`src/rtl/card_wake_pkg.sv`:
```
package card_wake_pkg;

   localparam int FRAME_W = 48;
   localparam int BODY_W  = 40;

   typedef enum logic [2:0] {
      ST_INIT,
      ST_OP_TX,
      ST_OP_WAIT,
      ST_OP_GAP,
      ST_ID_GAP,
      ST_ID_TX,
      ST_DONE,
      ST_TOUT
   } seq_st_t;

   // serial CRC7 over the frame body, generator x^7 + x^3 + 1
   function automatic logic [6:0] crc7_of(input logic [BODY_W-1:0] body);
      logic [6:0] c;
      logic       fb;
      c = '0;
      for (int i = BODY_W - 1; i >= 0; i--) begin
         fb = body[i] ^ c[6];
         c  = {c[5:0], 1'b0};
         if (fb) c = c ^ 7'h09;
      end
      return c;
   endfunction

endpackage

```
`src/rtl/cws_limit_timer.sv`:
```
module cws_limit_timer #(
   parameter int LIMIT = 1000
) (
   input  logic clk,
   input  logic rst_n,
   input  logic clear,
   input  logic run,
   output logic hit
);
   generate
      if (LIMIT == 0) begin : g_none
         assign hit = 1'b1;
      end else begin : g_count
         localparam int CW = $clog2(LIMIT + 1);
         localparam logic [CW-1:0] TOP = CW'(LIMIT);
         logic [CW-1:0] cnt;
         always_ff @(posedge clk or negedge rst_n) begin
            if (!rst_n)                 cnt <= '0;
            else if (clear)             cnt <= '0;
            else if (run && cnt != TOP) cnt <= cnt + 1'b1;
         end
         assign hit = (cnt == TOP);
      end
   endgenerate
endmodule

```
`src/rtl/cws_cmd_tx.sv`:
```
module cws_cmd_tx
   import card_wake_pkg::*;
(
   input  logic        clk,
   input  logic        rst_n,
   input  logic        tick,
   input  logic        start,
   input  logic [5:0]  idx,
   input  logic [31:0] arg,
   output logic        line,
   output logic        busy,
   output logic        fin
);
   localparam int CW = $clog2(FRAME_W + 1);
   localparam logic [CW-1:0] LAST = CW'(FRAME_W);

   logic [BODY_W-1:0]  body;
   logic [FRAME_W-1:0] sh;
   logic [CW-1:0]      cnt;

   assign body = {1'b0, 1'b1, idx, arg};

   always_ff @(posedge clk or negedge rst_n) begin
      if (!rst_n) begin
         sh   <= '0;
         cnt  <= '0;
         busy <= 1'b0;
         line <= 1'b1;
         fin  <= 1'b0;
      end else begin
         fin <= 1'b0;
         if (start) begin
            sh   <= {body, crc7_of(body), 1'b1};
            cnt  <= '0;
            busy <= 1'b1;
         end else if (busy && tick) begin
            if (cnt == LAST) begin
               busy <= 1'b0;
               line <= 1'b1;
               fin  <= 1'b1;
            end else begin
               line <= sh[FRAME_W-1];
               sh   <= {sh[FRAME_W-2:0], 1'b1};
               cnt  <= cnt + 1'b1;
            end
         end
      end
   end

   assert_tx_start_idle_R3: assert property (@(posedge clk) disable iff (!rst_n)
      start |-> !busy);
endmodule

```
`src/rtl/cws_rsp_rx.sv`:
```
module cws_rsp_rx
   import card_wake_pkg::*;
(
   input  logic        clk,
   input  logic        rst_n,
   input  logic        tick,
   input  logic        en,
   input  logic        din,
   output logic        act,
   output logic        fin,
   output logic [31:0] payload
);
   localparam int CW = $clog2(FRAME_W + 1);
   localparam logic [CW-1:0] LAST = CW'(FRAME_W - 1);

   logic [FRAME_W-1:0] sh;
   logic [CW-1:0]      cnt;

   always_ff @(posedge clk or negedge rst_n) begin
      if (!rst_n) begin
         sh  <= '0;
         cnt <= '0;
         act <= 1'b0;
         fin <= 1'b0;
      end else begin
         fin <= 1'b0;
         if (!en) begin
            act <= 1'b0;
            cnt <= '0;
         end else if (tick && (act || !din)) begin
            sh  <= {sh[FRAME_W-2:0], din};
            cnt <= cnt + 1'b1;
            act <= (cnt != LAST);
            fin <= (cnt == LAST);
            if (cnt == LAST) cnt <= '0;
         end
      end
   end

   assign payload = sh[39:8];

   assert_rx_frame_start_R5: assert property (@(posedge clk) disable iff (!rst_n)
      $rose(act) |-> $past(din) == 1'b0);
endmodule

```
`src/rtl/card_wake_seq.sv`:
```
module card_wake_seq
   import card_wake_pkg::*;
#(
   parameter int MS_TICKS  = 50000,
   parameter int SEC_TICKS = 50000000,
   parameter int INIT_CLKS = 74,
   parameter int GAP_CLKS  = 8,
   parameter int RSP_WAIT  = 64,
   parameter int IDX_OP    = 1,
   parameter int IDX_ID    = 2
) (
   input  logic        clk,
   input  logic        rst_n,
   input  logic        cclk_en,
   input  logic        supply_ok,
   input  logic [31:0] op_range,
   input  logic        cmd_in,
   output logic        cmd_out,
   output logic        done,
   output logic        timeout,
   output logic [31:0] ocr
);
   localparam int ICW = $clog2(INIT_CLKS + 1);
   localparam int GCW = $clog2(GAP_CLKS + 1);
   localparam int WCW = $clog2(RSP_WAIT + 1);
   localparam logic [ICW-1:0] INIT_TOP = ICW'(INIT_CLKS);
   localparam logic [GCW-1:0] GAP_TOP  = GCW'(GAP_CLKS - 1);
   localparam logic [WCW-1:0] WAIT_TOP = WCW'(RSP_WAIT - 1);

   generate
      if (INIT_CLKS < 1 || GAP_CLKS < 1 || RSP_WAIT < 1 || SEC_TICKS < 1)
         $error("card_wake_seq: clock counts and limit must be positive");
      if (IDX_OP < 0 || IDX_OP > 63 || IDX_ID < 0 || IDX_ID > 63)
         $error("card_wake_seq: command index out of 6-bit range");
   endgenerate

   seq_st_t        st;
   logic [ICW-1:0] clk_cnt;
   logic [GCW-1:0] gap_cnt;
   logic [WCW-1:0] wait_cnt;
   logic [31:0]    ocr_q;
   logic           ms_hit, sec_hit, clk_ok, init_ok;
   logic           tx_start, start_op, start_id, tx_line, tx_busy, tx_fin;
   logic           rx_act, rx_fin, no_rsp, polling;
   logic [5:0]     tx_idx;
   logic [31:0]    tx_arg, rx_pay;

   assign clk_ok   = (clk_cnt == INIT_TOP);
   assign init_ok  = ms_hit && clk_ok && supply_ok;
   assign polling  = (st == ST_OP_TX) || (st == ST_OP_WAIT) || (st == ST_OP_GAP);
   assign start_op = ((st == ST_INIT) && init_ok) ||
                     ((st == ST_OP_GAP) && !sec_hit && cclk_en && gap_cnt == GAP_TOP);
   assign start_id = (st == ST_ID_GAP) && cclk_en && gap_cnt == GAP_TOP;
   assign tx_start = start_op || start_id;
   assign tx_idx   = start_id ? 6'(IDX_ID) : 6'(IDX_OP);
   assign tx_arg   = start_id ? 32'd0 : op_range;
   assign no_rsp   = (st == ST_OP_WAIT) && cclk_en && !rx_act && cmd_in &&
                     wait_cnt == WAIT_TOP;

   cws_limit_timer #(.LIMIT(MS_TICKS)) u_ms (
      .clk(clk), .rst_n(rst_n), .clear(1'b0), .run(st == ST_INIT), .hit(ms_hit));

   cws_limit_timer #(.LIMIT(SEC_TICKS)) u_sec (
      .clk(clk), .rst_n(rst_n), .clear(st == ST_INIT), .run(polling), .hit(sec_hit));

   cws_cmd_tx u_tx (
      .clk(clk), .rst_n(rst_n), .tick(cclk_en), .start(tx_start),
      .idx(tx_idx), .arg(tx_arg), .line(tx_line), .busy(tx_busy), .fin(tx_fin));

   cws_rsp_rx u_rx (
      .clk(clk), .rst_n(rst_n), .tick(cclk_en), .en(st == ST_OP_WAIT),
      .din(cmd_in), .act(rx_act), .fin(rx_fin), .payload(rx_pay));

   always_ff @(posedge clk or negedge rst_n) begin
      if (!rst_n) begin
         st       <= ST_INIT;
         clk_cnt  <= '0;
         gap_cnt  <= '0;
         wait_cnt <= '0;
         ocr_q    <= '0;
      end else begin
         unique case (st)
            ST_INIT: begin
               if (cclk_en && !clk_ok) clk_cnt <= clk_cnt + 1'b1;
               if (init_ok) st <= ST_OP_TX;
            end
            ST_OP_TX: begin
               if (sec_hit)     st <= ST_TOUT;
               else if (tx_fin) begin
                  st       <= ST_OP_WAIT;
                  wait_cnt <= '0;
               end
            end
            ST_OP_WAIT: begin
               if (sec_hit) st <= ST_TOUT;
               else if (rx_fin) begin
                  ocr_q   <= rx_pay;
                  gap_cnt <= '0;
                  st      <= rx_pay[31] ? ST_ID_GAP : ST_OP_GAP;
               end else if (no_rsp) begin
                  gap_cnt <= '0;
                  st      <= ST_OP_GAP;
               end else if (cclk_en && !rx_act) begin
                  wait_cnt <= wait_cnt + 1'b1;
               end
            end
            ST_OP_GAP: begin
               if (sec_hit) st <= ST_TOUT;
               else if (cclk_en) begin
                  if (gap_cnt == GAP_TOP) st <= ST_OP_TX;
                  else                    gap_cnt <= gap_cnt + 1'b1;
               end
            end
            ST_ID_GAP: begin
               if (cclk_en) begin
                  if (gap_cnt == GAP_TOP) st <= ST_ID_TX;
                  else                    gap_cnt <= gap_cnt + 1'b1;
               end
            end
            ST_ID_TX: if (tx_fin) st <= ST_DONE;
            ST_DONE:  st <= ST_DONE;
            ST_TOUT:  st <= ST_TOUT;
            default:  st <= ST_INIT;
         endcase
      end
   end

   assign cmd_out = ((st == ST_OP_TX) || (st == ST_ID_TX)) ? tx_line : 1'b1;
   assign done    = (st == ST_DONE);
   assign timeout = (st == ST_TOUT);
   assign ocr     = ocr_q;

   assert_tx_gated_R1: assert property (@(posedge clk) disable iff (!rst_n)
      tx_busy |-> (st inside {ST_OP_TX, ST_ID_TX, ST_TOUT}));

   assert_init_exit_R2: assert property (@(posedge clk) disable iff (!rst_n)
      (st == ST_OP_TX && $past(st) == ST_INIT) |->
         ($past(supply_ok) && $past(ms_hit) && $past(clk_ok)));

   assert_ocr_hold_R6: assert property (@(posedge clk) disable iff (!rst_n)
      (st == ST_DONE) |=> ($stable(ocr_q) && done));

   assert_timeout_cause_R7: assert property (@(posedge clk) disable iff (!rst_n)
      $rose(timeout) |-> $past(sec_hit));

   assert_timeout_final_R7: assert property (@(posedge clk) disable iff (!rst_n)
      timeout |=> (timeout && cmd_out && !done));

   assert_wait_bound_R9: assert property (@(posedge clk) disable iff (!rst_n)
      (st == ST_OP_WAIT) |-> (wait_cnt <= WAIT_TOP));
endmodule

```
`config.mk`:
```
export PLATFORM = sky130hd
export DESIGN_NAME = card_wake_seq
export DESIGN_NICKNAME = d
export VERILOG_FILES = /design/src/rtl/card_wake_pkg.sv /design/src/rtl/cws_limit_timer.sv /design/src/rtl/cws_cmd_tx.sv /design/src/rtl/cws_rsp_rx.sv /design/src/rtl/card_wake_seq.sv
export SDC_FILE = /design/constraint.sdc
export NUM_CORES = 1
export LEC_CHECK = 0
export BUFFER_PORTS_ARGS = -buffer_cell sky130_fd_sc_hd__buf_2
export CAP_MARGIN = 40
export CORE_MARGIN = 2
export CORE_UTILIZATION = 55
export CTS_BUF_LIST = sky130_fd_sc_hd__clkbuf_8 sky130_fd_sc_hd__clkbuf_16
export CTS_CLUSTER_SIZE = 16
export DETAILED_ROUTE_END_ITERATION = 10
export PLACE_DENSITY = 0.88
export SETUP_SLACK_MARGIN = 0.3
export SLEW_MARGIN = 20
export SYNTH_ARGS = -nofsm -noshare
export SYNTH_HDL_FRONTEND = slang
export SYNTH_SLANG_ARGS = --single-unit
```
`constraint.sdc`:
```
create_clock -name clk -period 2.6 [get_ports clk]
set_clock_uncertainty 0.2 [all_clocks]
set_input_delay 0.52 -clock clk [delete_from_list [all_inputs] [get_ports clk]]
set_output_delay 0.52 -clock clk [all_outputs]
set_load 0.05 [all_outputs]
```
==> results.cfg <==
[yosys]
syn-num-nets = 913
netlist_area_um2 = 9880
synth_cells = 865
ys_seq_area_share_pct = 50.7
async_flop_share_pct = 100
synth-seq-cells = 200
synth_cell_types = 64
synth-edff-count = 0
synth-main-ff-cell = dfrtp_1
syn_avg_cell_area_um2 = 11.4
yosysWarnings = 0

[worst_hold_path]
min_path_type = input pin to flip-flop
min_path_cells = 3

[global_routing]
grt_usage_pct = 30.1
antenna_found_initial = 0
grt_max_degree = 58
grt_first_pass_wirelength_um = 45500
grt-ovfl-total = 0
grt_pass1_vias = 8300

[pwr]
p_int_uw = 6570
p_switching_uw = 3630
leakage_uw = 0.00638
clkPwrFrac_pct = 26.3
p_comb_share_pct = 33.9
cellPowerDensity_nw_per_um2 = 773
pwr-share-seq_pct = 39.8
power_uw = 10200
switching_share_pct = 35.6
peakVddDrop_v = 0.000683

[worst_setup_path]
crit_fanout = 6
worstPathCellList = ha_1 -> nand3b_1 -> or2_2 -> a211oi_4 -> o21ai_4 -> buf_12 -> buf_12 -> buf_12 -> clkbuf_16 -> a211oi_2
start_kind = flip-flop
crit_path_max_incr_delay_ns = 0.42
crit_top_cell = buf_12
path_class = flip-flop to flip-flop
reg2regPathDepth = 10
critical_path_arrival_ns = 2.90
required_ns = 2.74
slowest_stage = dfrtp_2
r2r_slack_ns = -0.16
worstSetupEndpointType = flip-flop

[route]
drt_iter0_drc = 953
vias = 8128
via_per_inst = 6.35
avgRoutedWirePerCell_um = 24.0
routed_wl_um = 30700
ant_nets = 0
drc_errors = 0
firstDrtPassIters = 7

[sta]
setup_viol = 89
fin_crit_sh_pct = 106
final_max_slew_viol_count = 0
finalWorstSetupSlack_ns = -0.160
grt_setup_unrepaired = true
fin_crit_ns = 2.76
worstMarginPinSlew_ns = 0.670
hold_violations = 0
holdWs_ns = 0.129
fmax_mhz = 362
finalSetupTns_ns = -6.90
relSlewSlack_pct = 54.9

[cells_and_area]
layout_common_cells = 196 x dfrtp_1, 76 x buf_4, 72 x nand2_1
finalNetCount = 1086
seqCellArea_um2 = 5010
layout-drive-gt1-share_pct = 40.3
fillers = 971
fin_util_pct = 74.2
synthToLayoutAreaGrowth_pct = 33.5
diodes = 0
final_common_cell = dfrtp_1
multi_input_area_um2 = 5380

[placed_design]
dpl.hpwl_um = 15000
gp_congestion = 0.900
io_buffers = 71
place_ws_ns = -0.315

[clock_tree]
cts_tree = done
path_clk_slew_ns = 0.08
clock_path_buffers = 2
htree_num_levels = 4
cts.sinks = 200
worstSkewPairLatency_ns = 0.45
clockRootBuffer = clkbuf_16
cts_made_buffers = 17

[status]
run_status = finished, violations left
violations = setup timing

[floorplan]
io_pins = 72
start_util_pct = 55.6
die_width_um = 138
coreArea_um2 = 17800
dieArea_um2 = 19100
die_y_um = 138
rows = 49

[run]
cap_violations = 0
[per-stage QoR]
| stage | instance area (um2) | cells |
|---|---|---|
| 3_5_place_dp | 11200 | 1196 |
| 3_3_place_gp | 11200 | 1196 |
| 2_1_floorplan | 10200 | 865 |
| 6_report | 13200 | 1280 |
| 4_1_cts | 12700 | 1268 |
| 5_1_grt | 13200 | 1280 |
[power groups by stage]
stage               registers, uW  logic, uW  clock network, uW
global route                 4090       3700               2840
detailed placement           4030       2670                  0
finish                       4060       3460               2680
global placement             4000       2530                  0
CTS                          3980       3020               2670
floorplan                    3910       1940                  0
[metal layers]
layer / part of all wire [%] / track usage, %
met1: 37 / 37.3
met2: 51 / 51.8
met3: 7.1 / 5.20
met4: 5.2 / 13.8
met5: 0 / 0
[cell families (layout without fill, tap and decap cells)]
family / after synthesis / in the layout / share of synthesized area [%]
compound gates: 102 / 102 / 7.02
xor+xnor: 98 / 98 / 12.0
fa+ha+maj: 11 / 11 / 1.39
buf+inv: 55 / 241 / 2.27
flops: 200 / 200 / 50.7
mux: 108 / 108 / 11.9
simple gates: 291 / 291 / 14.8
[registers in the layout, indices dropped and copies added (netlist names)]
| register | count |
|---|---|
| u_tx.fin | 1 |
| u_rx.cnt | 6 |
| st | 3 |
| wait_cnt | 7 |
| u_rx.fin | 1 |
| u_rx.act | 1 |
| u_ms.g_count.cnt | 16 |
| clk_cnt | 7 |
| u_rx.sh | 40 |
| u_tx.busy | 1 |
| u_tx.sh | 48 |
| u_tx.cnt | 6 |
| u_sec.g_count.cnt | 26 |
| u_tx.line | 1 |
| gap_cnt | 4 |
| ocr | 32 |
[worst paths after layout]
| path | endpoint | startpoint |
|---|---|---|
| setup reg to reg | u_tx.sh[23] | gap_cnt[0] |
| hold reg to reg | u_ms.g_count.cnt[6] | u_ms.g_count.cnt[6] |
| hold / removal | u_rx.sh[0] | cmd_in |
| min in group asynchronous | ocr[16] | rst_n |
| setup / recovery | u_tx.sh[23] | gap_cnt[0] |
| max in group asynchronous | u_tx.sh[22] | rst_n |
[synth_stat cells (2+ instances only)]
cell      count  area [um2]
nor4_1        7        43.8
and3b_1       2        17.5
or3b_1        2        17.5
and4_1        4        35.0
dfrtp_1     199        4980
or3_1         7        43.8
a22o_1        5        43.8
xnor3_1      14         315
a21oi_1      16        80.1
a31oi_1       5        31.3
nor2b_1      10        62.6
nor4b_1       3        26.3
nor2_1       83         312
clkbuf_1     20        75.1
nand4_1      18         113
xor3_1        2        47.6
xor2_1       35         307
mux2i_1      34         340
xnor2_1      39         342
buf_2        11        55.1
nand2_1      75         282
and3_1       10        62.6
and4b_1       4        40.0
buf_1         7        26.3
xor3_4        2        55.1
mux2_2       74         833
o22ai_1       3        18.8
o31ai_1       3        22.5
or4b_1        2        20.0
a211oi_1     36         270
nand2b_1      4        25.0
nand3_1      31         155
or2_2         3        18.8
nor4bb_1      2        20.0
ha_1         11         138
xnor2_2       3        48.8
o21ai_0      21         105
inv_1        15        56.3
nand3b_1      2        15.0
nor3_1       13        65.1
and2_1        4        25.0
xnor3_2       2        47.6
[cell type report]
cell class              count  share of cell area (%)
flip-flops and latches    200                    38.0
well taps                 229                    2.17
multi-input cells         610                    40.8
clock inverters            15                    1.33
inverters                  16                   0.493
repair buffers            193                    14.0
clock buffers              17                    3.23
[worst max-delay path, delay by kind of cell, from the launching register on]
family	cells	cell delay, ns
adders and majority gates	1	0.22
DFF	1	0.42
buffers and inverters	4	0.57
and+or+nand+nor	2	0.51
AOI/OAI and AO/OA	3	0.73
[repair_timing]
| action | in CTS | in global routing |
|---|---|---|
| hold buffers | 1 | 0 |
| resized for setup | 90 | 65 |
| setup endpoints to repair | 111 | 126 |
| hold endpoints to repair | 34 | 0 |
| buffers inserted | 30 | 8 |
| pin swaps | 26 | 20 |
| gates cloned | 9 | 4 |
Note: power is estimated with default switching activity, not from simulation.
